File: src/rtl/seg_xlat_pkg.sv
package seg_xlat_pkg;

  localparam int unsigned AW    = 32;
  localparam int unsigned SEL_W = 16;
  localparam int unsigned LIM_W = 20;

  typedef enum logic [1:0] {
    FLT_NONE = 2'b00,
    FLT_GP   = 2'b01,
    FLT_NP   = 2'b10,
    FLT_PRIV = 2'b11
  } flt_e;

  typedef enum logic [2:0] {
    LS_IDLE, LS_REQ_LO, LS_WAIT_LO, LS_REQ_HI, LS_WAIT_HI
  } ld_state_e;

  typedef struct packed {
    logic [AW-1:0] base;
    logic [AW-1:0] lim;
    logic [1:0]    dpl;
    logic [1:0]    rpl;
    logic          present;
    logic          is_null;
  } seg_ent_t;

  localparam seg_ent_t NULL_ENT = '{base: '0, lim: '0, dpl: 2'd0, rpl: 2'd0,
                                    present: 1'b0, is_null: 1'b1};

  function automatic logic sel_is_null(input logic [SEL_W-1:0] s);
    return (s[SEL_W-1:2] == '0);
  endfunction

  function automatic seg_ent_t desc_decode(input logic [1:0] rpl,
                                           input logic [31:0] lo,
                                           input logic [31:0] hi);
    seg_ent_t e;
    logic [LIM_W-1:0] raw;
    raw       = {hi[19:16], lo[15:0]};
    e.base    = {hi[31:24], hi[7:0], lo[31:16]};
    e.lim     = hi[23] ? {raw, 12'hFFF} : {12'h000, raw};
    e.dpl     = hi[14:13];
    e.rpl     = rpl;
    e.present = hi[15];
    e.is_null = 1'b0;
    return e;
  endfunction

endpackage

File: src/rtl/seg_tbl_regs.sv
module seg_tbl_regs import seg_xlat_pkg::*; (
  input  logic          clk,
  input  logic          rst_n,
  input  logic          wr_en,
  input  logic          wr_ldt,
  input  logic [AW-1:0] wr_base,
  output logic [AW-1:0] gdt_base,
  output logic [AW-1:0] ldt_base
);
  always_ff @(posedge clk) begin
    if (!rst_n) begin
      gdt_base <= '0;
      ldt_base <= '0;
    end else if (wr_en) begin
      if (wr_ldt) ldt_base <= wr_base;
      else        gdt_base <= wr_base;
    end
  end
endmodule

File: src/rtl/seg_desc_loader.sv
module seg_desc_loader import seg_xlat_pkg::*; #(
  parameter  int NSEG  = 6,
  localparam int SEG_W = $clog2(NSEG)
) (
  input  logic             clk,
  input  logic             rst_n,
  input  logic             ld_valid,
  output logic             ld_ready,
  input  logic [SEG_W-1:0] ld_seg,
  input  logic [SEL_W-1:0] ld_sel,
  input  logic [AW-1:0]    gdt_base,
  input  logic [AW-1:0]    ldt_base,
  output logic             mem_req_valid,
  input  logic             mem_req_ready,
  output logic [AW-1:0]    mem_req_addr,
  input  logic             mem_rsp_valid,
  input  logic [31:0]      mem_rsp_data,
  output logic             wr_en,
  output logic [SEG_W-1:0] wr_idx,
  output seg_ent_t         wr_ent,
  output logic [NSEG-1:0]  busy
);
  ld_state_e        st;
  logic [AW-1:0]    addr_q;
  logic [SEG_W-1:0] seg_q;
  logic [1:0]       rpl_q;
  logic [31:0]      lo_q;
  logic             seg_ok, sel_null;
  logic [AW-1:0]    tbl_base, desc_addr;

  assign seg_ok    = (int'(ld_seg) < NSEG);
  assign sel_null  = sel_is_null(ld_sel);
  assign tbl_base  = ld_sel[2] ? ldt_base : gdt_base;
  assign desc_addr = tbl_base + {16'b0, ld_sel[SEL_W-1:3], 3'b000};

  assign ld_ready      = (st == LS_IDLE);
  assign mem_req_valid = (st == LS_REQ_LO) || (st == LS_REQ_HI);
  assign mem_req_addr  = (st == LS_REQ_HI) ? addr_q + 32'd4 : addr_q;

  always_ff @(posedge clk) begin
    if (!rst_n) begin
      st     <= LS_IDLE;
      addr_q <= '0;
      seg_q  <= '0;
      rpl_q  <= '0;
      lo_q   <= '0;
    end else begin
      case (st)
        LS_IDLE: if (ld_valid && seg_ok && !sel_null) begin
          st     <= LS_REQ_LO;
          addr_q <= desc_addr;
          seg_q  <= ld_seg;
          rpl_q  <= ld_sel[1:0];
        end
        LS_REQ_LO:  if (mem_req_ready) st <= LS_WAIT_LO;
        LS_WAIT_LO: if (mem_rsp_valid) begin
          lo_q <= mem_rsp_data;
          st   <= LS_REQ_HI;
        end
        LS_REQ_HI:  if (mem_req_ready) st <= LS_WAIT_HI;
        LS_WAIT_HI: if (mem_rsp_valid) st <= LS_IDLE;
        default:    st <= LS_IDLE;
      endcase
    end
  end

  always_comb begin
    wr_en  = 1'b0;
    wr_idx = seg_q;
    wr_ent = desc_decode(rpl_q, lo_q, mem_rsp_data);
    if (st == LS_IDLE && ld_valid && seg_ok && sel_null) begin
      wr_en      = 1'b1;
      wr_idx     = ld_seg;
      wr_ent     = NULL_ENT;
      wr_ent.rpl = ld_sel[1:0];
    end else if (st == LS_WAIT_HI && mem_rsp_valid) begin
      wr_en = 1'b1;
    end
  end

  for (genvar i = 0; i < NSEG; i++) begin : g_busy
    assign busy[i] = (st != LS_IDLE) && (seg_q == SEG_W'(i));
  end
endmodule

File: src/rtl/seg_cache.sv
module seg_cache import seg_xlat_pkg::*; #(
  parameter  int NSEG     = 6,
  parameter  int CODE_SEG = 1,
  localparam int SEG_W    = $clog2(NSEG)
) (
  input  logic             clk,
  input  logic             rst_n,
  input  logic             wr_en,
  input  logic [SEG_W-1:0] wr_idx,
  input  seg_ent_t         wr_ent,
  input  logic [SEG_W-1:0] rd_idx,
  output logic [AW-1:0]    rd_base,
  output logic [AW-1:0]    rd_lim,
  output logic [1:0]       rd_dpl,
  output logic             rd_present,
  output logic             rd_null,
  output logic [1:0]       cpl
);
  logic [AW-1:0] base_q [NSEG];
  logic [AW-1:0] lim_q  [NSEG];
  logic [1:0]    dpl_q  [NSEG];
  logic          pres_q [NSEG];
  logic          null_q [NSEG];

  for (genvar i = 0; i < NSEG; i++) begin : g_ent
    always_ff @(posedge clk) begin
      if (!rst_n) begin
        base_q[i] <= '0;
        lim_q[i]  <= '0;
        dpl_q[i]  <= '0;
        pres_q[i] <= 1'b0;
        null_q[i] <= 1'b1;
      end else if (wr_en && wr_idx == SEG_W'(i)) begin
        base_q[i] <= wr_ent.base;
        lim_q[i]  <= wr_ent.lim;
        dpl_q[i]  <= wr_ent.dpl;
        pres_q[i] <= wr_ent.present;
        null_q[i] <= wr_ent.is_null;
      end
    end
  end

  always_ff @(posedge clk) begin
    if (!rst_n) cpl <= 2'd0;
    else if (wr_en && wr_idx == SEG_W'(CODE_SEG)) cpl <= wr_ent.rpl;
  end

  always_comb begin
    rd_base    = '0;
    rd_lim     = '0;
    rd_dpl     = '0;
    rd_present = 1'b0;
    rd_null    = 1'b1;
    for (int i = 0; i < NSEG; i++) begin
      if (rd_idx == SEG_W'(i)) begin
        rd_base    = base_q[i];
        rd_lim     = lim_q[i];
        rd_dpl     = dpl_q[i];
        rd_present = pres_q[i];
        rd_null    = null_q[i];
      end
    end
  end
endmodule

File: src/rtl/seg_xlat_core.sv
module seg_xlat_core import seg_xlat_pkg::*; #(
  parameter  int NSEG  = 6,
  localparam int SEG_W = $clog2(NSEG)
) (
  input  logic             clk,
  input  logic             rst_n,
  input  logic             xl_valid,
  output logic             xl_ready,
  input  logic [SEG_W-1:0] xl_seg,
  input  logic [AW-1:0]    xl_off,
  input  logic [NSEG-1:0]  busy,
  input  logic [AW-1:0]    ent_base,
  input  logic [AW-1:0]    ent_lim,
  input  logic [1:0]       ent_dpl,
  input  logic             ent_present,
  input  logic             ent_null,
  input  logic [1:0]       cpl,
  output logic             rs_valid,
  input  logic             rs_ready,
  output logic [AW-1:0]    rs_lin,
  output logic [1:0]       rs_fault
);
  logic   seg_stall, out_free;
  flt_e   flt;
  logic [AW-1:0] lin;

  always_comb begin
    seg_stall = 1'b0;
    for (int i = 0; i < NSEG; i++)
      if (xl_seg == SEG_W'(i) && busy[i]) seg_stall = 1'b1;
  end

  assign out_free = !rs_valid || rs_ready;
  assign xl_ready = out_free && !seg_stall;

  always_comb begin
    if (ent_null)              flt = FLT_GP;
    else if (!ent_present)     flt = FLT_NP;
    else if (cpl > ent_dpl)    flt = FLT_PRIV;
    else if (xl_off > ent_lim) flt = FLT_GP;
    else                       flt = FLT_NONE;
    lin = (flt == FLT_NONE) ? ent_base + xl_off : '0;
  end

  always_ff @(posedge clk) begin
    if (!rst_n) begin
      rs_valid <= 1'b0;
      rs_lin   <= '0;
      rs_fault <= FLT_NONE;
    end else if (xl_valid && xl_ready) begin
      rs_valid <= 1'b1;
      rs_lin   <= lin;
      rs_fault <= flt;
    end else if (rs_ready) begin
      rs_valid <= 1'b0;
    end
  end
endmodule

File: src/rtl/seg_xlat.sv
module seg_xlat import seg_xlat_pkg::*; #(
  parameter  int NSEG     = 6,
  parameter  int CODE_SEG = 1,
  localparam int SEG_W    = $clog2(NSEG)
) (
  input  logic             clk,
  input  logic             rst_n,
  input  logic             tbl_wr_en,
  input  logic             tbl_wr_ldt,
  input  logic [31:0]      tbl_wr_base,
  input  logic             ld_valid,
  output logic             ld_ready,
  input  logic [SEG_W-1:0] ld_seg,
  input  logic [15:0]      ld_sel,
  output logic             mem_req_valid,
  input  logic             mem_req_ready,
  output logic [31:0]      mem_req_addr,
  input  logic             mem_rsp_valid,
  input  logic [31:0]      mem_rsp_data,
  output logic [NSEG-1:0]  seg_busy,
  output logic [1:0]       cpl,
  input  logic             xl_valid,
  output logic             xl_ready,
  input  logic [SEG_W-1:0] xl_seg,
  input  logic [31:0]      xl_off,
  output logic             rs_valid,
  input  logic             rs_ready,
  output logic [31:0]      rs_lin,
  output logic [1:0]       rs_fault
);
  logic [AW-1:0]    gdt_base, ldt_base;
  logic             wr_en;
  logic [SEG_W-1:0] wr_idx;
  seg_ent_t         wr_ent;
  logic [AW-1:0]    ent_base, ent_lim;
  logic [1:0]       ent_dpl;
  logic             ent_present, ent_null;

  seg_tbl_regs u_tbl (
    .clk(clk), .rst_n(rst_n), .wr_en(tbl_wr_en), .wr_ldt(tbl_wr_ldt),
    .wr_base(tbl_wr_base), .gdt_base(gdt_base), .ldt_base(ldt_base)
  );

  seg_desc_loader #(.NSEG(NSEG)) u_ld (
    .clk(clk), .rst_n(rst_n), .ld_valid(ld_valid), .ld_ready(ld_ready),
    .ld_seg(ld_seg), .ld_sel(ld_sel), .gdt_base(gdt_base), .ldt_base(ldt_base),
    .mem_req_valid(mem_req_valid), .mem_req_ready(mem_req_ready),
    .mem_req_addr(mem_req_addr), .mem_rsp_valid(mem_rsp_valid),
    .mem_rsp_data(mem_rsp_data), .wr_en(wr_en), .wr_idx(wr_idx),
    .wr_ent(wr_ent), .busy(seg_busy)
  );

  seg_cache #(.NSEG(NSEG), .CODE_SEG(CODE_SEG)) u_cache (
    .clk(clk), .rst_n(rst_n), .wr_en(wr_en), .wr_idx(wr_idx), .wr_ent(wr_ent),
    .rd_idx(xl_seg), .rd_base(ent_base), .rd_lim(ent_lim), .rd_dpl(ent_dpl),
    .rd_present(ent_present), .rd_null(ent_null), .cpl(cpl)
  );

  seg_xlat_core #(.NSEG(NSEG)) u_core (
    .clk(clk), .rst_n(rst_n), .xl_valid(xl_valid), .xl_ready(xl_ready),
    .xl_seg(xl_seg), .xl_off(xl_off), .busy(seg_busy), .ent_base(ent_base),
    .ent_lim(ent_lim), .ent_dpl(ent_dpl), .ent_present(ent_present),
    .ent_null(ent_null), .cpl(cpl), .rs_valid(rs_valid), .rs_ready(rs_ready),
    .rs_lin(rs_lin), .rs_fault(rs_fault)
  );
endmodule

File: config.mk
export PLATFORM = sky130hd
export DESIGN_NAME = seg_xlat
export DESIGN_NICKNAME = d
export VERILOG_FILES = /design/src/rtl/seg_xlat_pkg.sv /design/src/rtl/seg_tbl_regs.sv /design/src/rtl/seg_desc_loader.sv /design/src/rtl/seg_cache.sv /design/src/rtl/seg_xlat_core.sv /design/src/rtl/seg_xlat.sv
export SDC_FILE = /design/constraint.sdc
export NUM_CORES = 1
export LEC_CHECK = 0
export ABC_AREA = 1
export BUFFER_PORTS_ARGS = -buffer_cell sky130_fd_sc_hd__clkbuf_2
export CORE_ASPECT_RATIO = 0.75
export CORE_UTILIZATION = 40
export CTS_BUF_LIST = sky130_fd_sc_hd__clkbuf_8
export CTS_CLUSTER_DIAMETER = 60
export DETAILED_ROUTE_END_ITERATION = 10
export SYNTH_ARGS = -nofsm -noshare
export SYNTH_HDL_FRONTEND = slang
export SYNTH_SLANG_ARGS = --single-unit
File: constraint.sdc
create_clock -name clk -period 9.1 [get_ports clk]
set_input_delay 0 -clock clk [delete_from_list [all_inputs] [get_ports clk]]
set_output_delay 0 -clock clk [all_outputs]
set_load 0.005 [all_outputs]
Word-level counts from Yosys, hierarchy flattened
Memories as Yosys holds them, arrays and structs flattened. Cells that the tools add are included.

Bits in registers: 173. Bits of input ports: 127. RAM bits: 408. Word-level logic and storage cells: 226. Memories kept: 5. Output and inout port bits: 78.

Memories: u_cache.base_q (words 6, width 32, rd ports 6, clocked after Yosys merged registers in 0, write ports 6, RTL line seg_cache.sv:19) `logic [AW-1:0] base_q [NSEG];`; u_cache.lim_q (words 6, width 32, rd ports 6, clocked after Yosys merged registers in 0, write ports 6, RTL line seg_cache.sv:20) `logic [AW-1:0] lim_q [NSEG];`; u_cache.dpl_q (words 6, width 2, rd ports 6, clocked after Yosys merged registers in 0, write ports 6, RTL line seg_cache.sv:21) `logic [1:0] dpl_q [NSEG];`; u_cache.null_q (words 6, width 1, rd ports 6, clocked after Yosys merged registers in 0, write ports 6, RTL line seg_cache.sv:23) `logic null_q [NSEG];`; u_cache.pres_q (words 6, width 1, rd ports 6, clocked after Yosys merged registers in 0, write ports 6, RTL line seg_cache.sv:22) `logic pres_q [NSEG];`.

Reductions and logical operators: 44. Eq/ne operators: 24. Multiplexer cells: 105. Order comparisons: 3. $add $sub $neg: 3. Bitwise logic cells: 31.

Operators by type and width (count): $mux W32 (28); $mux W70 (1); $mux W1 (54); $add A32 B16 Y32 (1); $add A32 B3 Y32 const B (1); $add A32 B32 Y32 (1); $gt A32 B32 Y1 (1); $mux W2 (15); $or A1 B1 Y1 (30); $logic_and A1 B1 Y1 (26); $eq A3 B2 Y1 const B (8); $eq A3 B3 Y1 const B (7); $mux W3 (6); $pmux W3 S5 (1); $logic_not A14 Y1 (1); $eq A3 B1 Y1 const B (4); $logic_not A3 Y1 (4); $ne A2 B2 Y1 const B (4); $reduce_and A2 Y1 (4); $reduce_and A5 Y1 (1); $logic_not A1 Y1 (3); $lt A3 B3 Y1 const B (1); $reduce_bool A3 Y1 (1); $gt A2 B2 Y1 (1); other kinds (5) (6).

Depth between registers and ports, before layout
Gate-level depths: netlist (run 1).

Word-level depth: 14. Mapped depth: 26. Mapped depth without buffers: 24.

By module
From an unflattened synthesis (run 1), not the netlist that was laid out.

Cells, all modules: 3764. Area, all modules: 30440.4 sq um.

By module, submodules not included: seg_cache (sequential area each 12281.8 sq um, cells an instance 1712, area an instance 17625.7 sq um, times used 1); seg_desc_loader (sequential area each 1441.4 sq um, cells an instance 1042, area an instance 6058.3 sq um, times used 1); seg_xlat_core (sequential area each 700.7 sq um, cells an instance 659, area an instance 4220.3 sq um, times used 1); seg_tbl_regs (sequential area each 1281.2 sq um, cells an instance 351, area an instance 2536.2 sq um, times used 1).

Worst setup path after synthesis (run 1)
OpenSTA, ideal clock, no wires.

Path type: register -> register. Start point: reg u_ld.st[0]. End point: mem u_cache.base_q[3][0] (netlist: u_cache.base_q[1][32]) (enable). Data required time: 8512 ps. Path buffers: 0. Stages on the path, launching flop included: 8. Library setup time: 588 ps. Slack: 2386 ps. Data arrival time: 6127 ps. Period minus slack after synthesis: 6714 ps. Path through: dfxtp_1 -> nor2_2 -> nand2_1 -> nor2_1 -> nand3_4 -> o21ai_2 -> nand2_1 -> o21ai_0.

RTL lines: from (decl) (RTL line seg_desc_loader.sv:23) `ld_state_e st;`; from (signal assigned) (RTL line seg_desc_loader.sv:42) `st <= LS_IDLE;`; from (signal assigned) (RTL line seg_desc_loader.sv:50) `st <= LS_REQ_LO;`; from (signal assigned) (RTL line seg_desc_loader.sv:55) `LS_REQ_LO: if (mem_req_ready) st <= LS_WAIT_LO;`; to (decl) (RTL line seg_cache.sv:19).

==> results_dict.tcl, run 1 <==
set metrics [dict create \
    status "finished clean" \
    drtIter0Drc 2460 \
    cp_max_fo 36 \
    start_util_pct 40.9 \
    gp_congestion 0.974 \
    coreArea_um2 69100 \
    final_net_count 3714 \
    clk_path_buf_depth 3 \
    final_common_cell "nor2_1" \
    routed-via-count 24300 \
    grt.overflow.total 0 \
    worstHoldEndpoint "u_core.rs_lin[19]" \
    fmax_ghz 0.256 \
    ys.flop_type "edfxtp_1" \
    route.detailed.drc 0 \
    peakVddDrop_v 0.000111 \
    area_delta_synth_final_pct 19.4 \
    rsz0062_at_grt "no" \
    die_x_um 309 \
    hold_depth 7 \
    p_int_mw 4.58 \
    synth-edff-count 407 \
    yosysTopAreaCell "edfxtp_1" \
    tritoncts "built" \
    power_density_nw_per_um2 198 \
    finalMaxSlewViolations 0 \
    netSwitchingFraction_pct 31.4 \
    power_frac_comb_pct 18.6 \
    ys_async_sr_fraction_pct 0 \
    clock_latency_ps 750 \
    cap_violations 0 \
    slew_headroom_pct 18.9 \
    synthCells 3158 \
    p_leak_nw 14.2 \
    cp-start-kind "register" \
    final_util_pct 48.8 \
    synth.top_cell.area_share_pct 43.3 \
    fin_crit_ps 3910 \
    globalRouteTotalUtil_pct 26.4 \
    post-route-cell-area_um2 33700 \
    cp.arrival_ps 4240 \
    seqPwrFrac_pct 47.0 \
    critPathRequiredTime_ps 9430 \
    r2r_end "u_cache.lim_q[0][36]" \
    via_per_inst 5.36 \
    hold_viol 0 \
    htree_levels 3 \
    synth.cell_area_um2 28200 \
    critical_path_class "register to register" \
    p_clk_share_pct 34.5 \
    synth_area_leaders "edfxtp_1, dfxtp_1, nor2_1" \
    clk_pin_slew_ps 60 \
    ios 205 \
    r2r_cells 10 \
    fin_skew_ps 52.8 \
    syn_nets 3366 \
    hpwl_mm 59.7 \
    numCtsBuffers 97 \
    fin_setup_tns_ps 0 \
    grt_pass1_wl_mm 142 \
    die_area_um2 71600 \
    drive_gt1_share_pct 11.8 \
    wl_mm 95.2 \
    placed_cell_area_um2 30200 \
    r2r_setup_slack_ps 5190 \
    post_cts_buffers 0 \
    die_h_um 232 \
    ys_seq_area_share_pct 55.6 \
    ys_warn_count 0 \
    timing.final.crit_share_pct 43.0 \
    cts_sinks 581 \
    wl_per_cell_um 21.0 \
    cts-root-buf "clkbuf_8" \
    p_sw_mw 2.10 \
    setup_violations 0 \
    ant_nets 0 \
    grt_pass1_vias 22800 \
    ctsHoldBuffers 162 \
    io_buffers 204 \
    rr_startpoint "u_ld.st[0]" \
    antenna_found_initial 3 \
    hold_path.class "input port to register" \
    grt_max_degree 105 \
    mostFrequentLayoutCells "nor2_1, nand2_1, edfxtp_1, inv_1, o21ai_0" \
    yosys_register_bits 581 \
    rows 83 \
    cts_resized 0 \
    syn_avg_cell_area_um2 8.94 \
    first_pass_iters 6 \
    crit_path_end_kind "register" \
    min_from "xl_off[19]" \
    worst_pin_slew_ps 1220 \
    ys_types 58 \
]
cells by family after synthesis:
group / synth area share (%)
simple gates: 21.7
flops: 55.6
compound gates: 11.3
buf+inv: 5.46
fa+ha+maj: 3.64
xor+xnor: 2.02
mux: 0.253
power groups by stage:
stage	Clock [mW]	Sequential [mW]	Combinational, mW
after global routing	2.44	3.16	1.35
after global placement	0	3.19	1.15
after CTS	2.32	3.14	1.22
after detailed placement	0	3.19	1.15
after floorplan	0	3.15	0.714
final	2.30	3.14	1.24
area by class of cell:
cell class	instances	area, um^2
antenna	4	10.0
clock buffer	111	1530
clock inverter	71	384
fill	6598	35400
inverter	237	892
multi-input combinational	2188	11100
sequential	581	15700
tap	935	1170
timing repair buffer	401	2910
worst max path at each step:
| stage | endpoint | slack (ps) | start | depth (start not counted) |
|---|---|---|---|---|
| 2_1_floorplan | u_cache.base_q[1][32] | 2390 | u_ld.st[0] | 7 |
| 3_3_place_gp | u_core.rs_lin[30] | 4650 | xl_seg[1] | 24 |
| 3_5_place_dp | u_core.rs_lin[30] | 4560 | xl_seg[1] | 24 |
| 4_1_cts | u_cache.lim_q[0][40] | 5150 | u_ld.st[0] | 10 |
| 5_1_grt | u_core.rs_lin[18] | 4890 | xl_seg[1] | 24 |
| 6_report | u_cache.lim_q[0][36] | 5190 | u_ld.st[0] | 10 |
worst max-delay path: stages (launching register included):
cell and delay, ps:
dfxtp_1 350, nor2_2 130, nand2_1 340, nor2_1 350, nand3_4 310, nand2_1 210, nand3_1 250, inv_2 220
nand2_1 180, nand2_4 490, buf_4 680
registers in the layout, summed over array words and instances, names as in the netlist, 2 cells and up:
name,flops
u_ld.addr_q,32
u_cache.pres_q,6
u_ld.seg_q,3
u_cache.null_q,6
u_tbl.ldt_base,32
u_ld.rpl_q,2
u_tbl.gdt_base,32
u_ld.st,3
u_cache.base_q,192
u_cache.lim_q,192
u_cache.cpl,2
u_ld.lo_q,32
u_core.rs_fault,2
u_cache.dpl_q,12
u_core.rs_lin,32
per-layer routing:
| metal | part of all wire [%] | GRT usage [%] | up-vias | wire length (um) |
|---|---|---|---|---|
| met1 | 46 | 39.3 | 11700 | 43600 |
| met4 | 1.6 | 6.05 | 0 | 1540 |
| met5 | 0 | 0 | - | 0 |
| met3 | 9.9 | 5.87 | 109 | 9420 |
| met2 | 43 | 38.8 | 1083 | 40600 |
| li1 | - | - | 11400 | - |
Yosys cell counts, types with 3 or more instances:
| library cell | number |
|---|---|
| buf_2 | 21 |
| buf_6 | 6 |
| nor2_2 | 3 |
| a21oi_1 | 155 |
| nand4_1 | 24 |
| nand4_2 | 3 |
| nor3_1 | 29 |
| ha_1 | 79 |
| a21o_1 | 13 |
| xor2_1 | 32 |
| o21ai_0 | 223 |
| a22oi_1 | 35 |
| nand3_1 | 110 |
| or2_2 | 12 |
| o211ai_1 | 4 |
| a31oi_1 | 5 |
| a221oi_1 | 37 |
| nand2_1 | 512 |
| nor2_1 | 770 |
| o221ai_1 | 30 |
| dfxtp_1 | 174 |
| buf_1 | 9 |
| mux2i_1 | 6 |
| nor4_1 | 6 |
| inv_2 | 4 |
| clkinv_1 | 3 |
| o21bai_1 | 5 |
| nand3b_1 | 10 |
| inv_1 | 229 |
| clkbuf_1 | 114 |
| edfxtp_1 | 407 |
| xnor2_1 | 33 |
| a221o_1 | 15 |
| o21ai_1 | 7 |
per-stage QoR:
step                      hold WS, ps  setup WS (ps)  total power, mW  cells
final                            36.7           5190             6.68   4528
after detailed placement          245           4560             4.34   4180
after CTS                       0.524           5150             6.69   4524
after global placement            239           4650             4.34   4180
after global routing             72.9           4890             6.95   4527
after floorplan                   135           2390             3.87   3158
No activity file was read; power rests on OpenSTA's default activity.
==> run 2: changes to the inputs <==
- clock period: 9.1 -> 3.4 ns (I/O delays scaled with it)
==> run 2 against run 1 <==
  * Non-clock buffer count is 156 higher
  * Critical path depth is 3 higher
  * Clock skew is 0.98 ps lower
  * Global-route usage is 0.70 points higher
  * Clock-buffer cell count is 2 higher
  * Critical path type is now input port to register
==> results_dict.tcl, run 2 (synthesized netlist as in run 1, its figures left out) <==
set metrics [dict create \
    cts-root-buf "clkbuf_8" \
    cp.arrival_ps 3750 \
    antenna_found_initial 5 \
    top_regs "u_cache.base_q x192, u_cache.lim_q x192" \
    die_area_um2 71600 \
    worst_slack_ps 184 \
    htree_levels 3 \
    numCtsBuffers 97 \
    tritoncts "built" \
    fmax_ghz 0.311 \
    final_util_pct 51.2 \
    io_buffers 204 \
    routed-via-count 24900 \
    final_net_count 3870 \
    coreArea_um2 69100 \
    grt_max_degree 63 \
    hold_viol 0 \
    via_per_inst 5.31 \
    wl_mm 97.8 \
    fin_setup_tns_ps 0 \
    globalRouteTotalUtil_pct 27.1 \
    post_cts_buffers 0 \
    drive_gt1_share_pct 16.2 \
    ant_nets 0 \
    rows 83 \
    setup_violations 0 \
    first_pass_iters 6 \
    start_util_pct 40.9 \
    final_common_cell "nor2_1" \
    clk_pin_slew_ps 60 \
    wl_per_cell_um 20.9 \
    critical_path_class "input port to register" \
    gp_congestion 0.939 \
    whs_ps 55.6 \
    cts_sinks 581 \
    peakVddDrop_v 0.000336 \
    p_leak_nw 15.2 \
    mostFrequentLayoutCells "nor2_1, nand2_1, edfxtp_1, inv_1, o21ai_0" \
    fin_crit_ps 3220 \
    clock_latency_ps 730 \
    cp-start-kind "input port" \
    route.detailed.drc 0 \
    clk_path_buf_depth 3 \
    hold_path.class "input port to register" \
    cp_max_fo 14 \
    total_power_mw 18.4 \
    die_x_um 309 \
    slew_headroom_pct 24.8 \
    crit_path_end_kind "register" \
    area_delta_synth_final_pct 25.2 \
    dp_slack_ps 42.4 \
    critPathRequiredTime_ps 3930 \
    power_density_nw_per_um2 521 \
    die_h_um 232 \
    ios 205 \
    finalMaxSlewViolations 0 \
    grt_pass1_vias 23600 \
    rsz0062_at_grt "no" \
    cap_violations 0 \
    grt.overflow.total 0 \
    fin_skew_ps 51.8 \
    grt_pass1_wl_mm 145 \
    hpwl_mm 65.5 \
    status "finished clean" \
    timing.final.crit_share_pct 94.6 \
    drtIter0Drc 2712 \
    worst_pin_slew_ps 1130 \
]
[run 2: changes by cell type in the layout (fill, tap and decap cells not counted), moves of 3 or more]
| cell | delta |
|---|---|
| clkinv_1 | -3 |
| buf_12 | +35 |
| dlygate4sd3_1 | -16 |
| clkinv_2 | +4 |
| inv_1 | -6 |
| buf_4 | +137 |
[run 2: final cells by class]
| class | instances | area, um^2 |
|---|---|---|
| Multi-Input combinational cell | 2188 | 11100 |
| Timing Repair Buffer | 557 | 4480 |
| Fill cell | 6410 | 33700 |
| Clock inverter | 69 | 424 |
| Tap cell | 935 | 1170 |
| Antenna cell | 3 | 7.51 |
| Inverter | 237 | 892 |
| Clock buffer | 113 | 1560 |
| Sequential cell | 581 | 15700 |
[run 2: per-stage QoR]
step / instance area (um^2) / instances
2_1_floorplan: 28200 / 3158
3_3_place_gp: 31900 / 4352
3_5_place_dp: 31900 / 4352
4_1_cts: 35300 / 4680
5_1_grt: 35300 / 4683
6_report: 35300 / 4683
[run 2: where the power goes]
group | internal [mW] | switching, mW | total, mW
registers | 8.09 | 0.304 | 8.39
logic | 1.33 | 2.34 | 3.68
clock network | 3.30 | 3.05 | 6.35
[run 2: per-layer routing]
layer	global-route usage, %	routed length [um]	vias up	part of all wire, %
li1	-	-	11700	-
met1	40.2	44100	11800	45
met2	38.8	40900	1179	42
met3	6.90	10700	142	11
met4	7.01	2040	4	2.1
met5	0	23	-	0.024
[run 2: worst paths after layout]
kind | end | slack [ps] | start | cells after the start
hold / removal | u_core.rs_lin[24] | 60 | xl_off[24] | 8
setup reg to reg | u_core.rs_lin[21] | 340 | u_cache.base_q[0][48] | 16
setup / recovery | u_cache.lim_q[0][56] | 180 | ld_sel[8] | 13
hold reg to reg | u_tbl.ldt_base[17] | 460 | u_tbl.ldt_base[17] | 2
[run 2: worst max-delay path, cell delays in order]
cell           delay, ps
dlygate4sd3_1        550
clkbuf_2             120
or2_1                260
nor4_4               310
dlygate4sd3_1        660
nand3_4              210
nand2_1              180
nand3_1              190
inv_2                190
nand2_1              180
inv_2                140
nand2_1              480
nor2_1               260
[run 2: what timing repair did]
| action | CTS | global route |
|---|---|---|
| endpoints found under the hold margin | 297 | 0 |
| gates resized for setup | 0 | 2 |
| setup endpoints to repair | 0 | 2 |
| hold buffers | 146 | 0 |
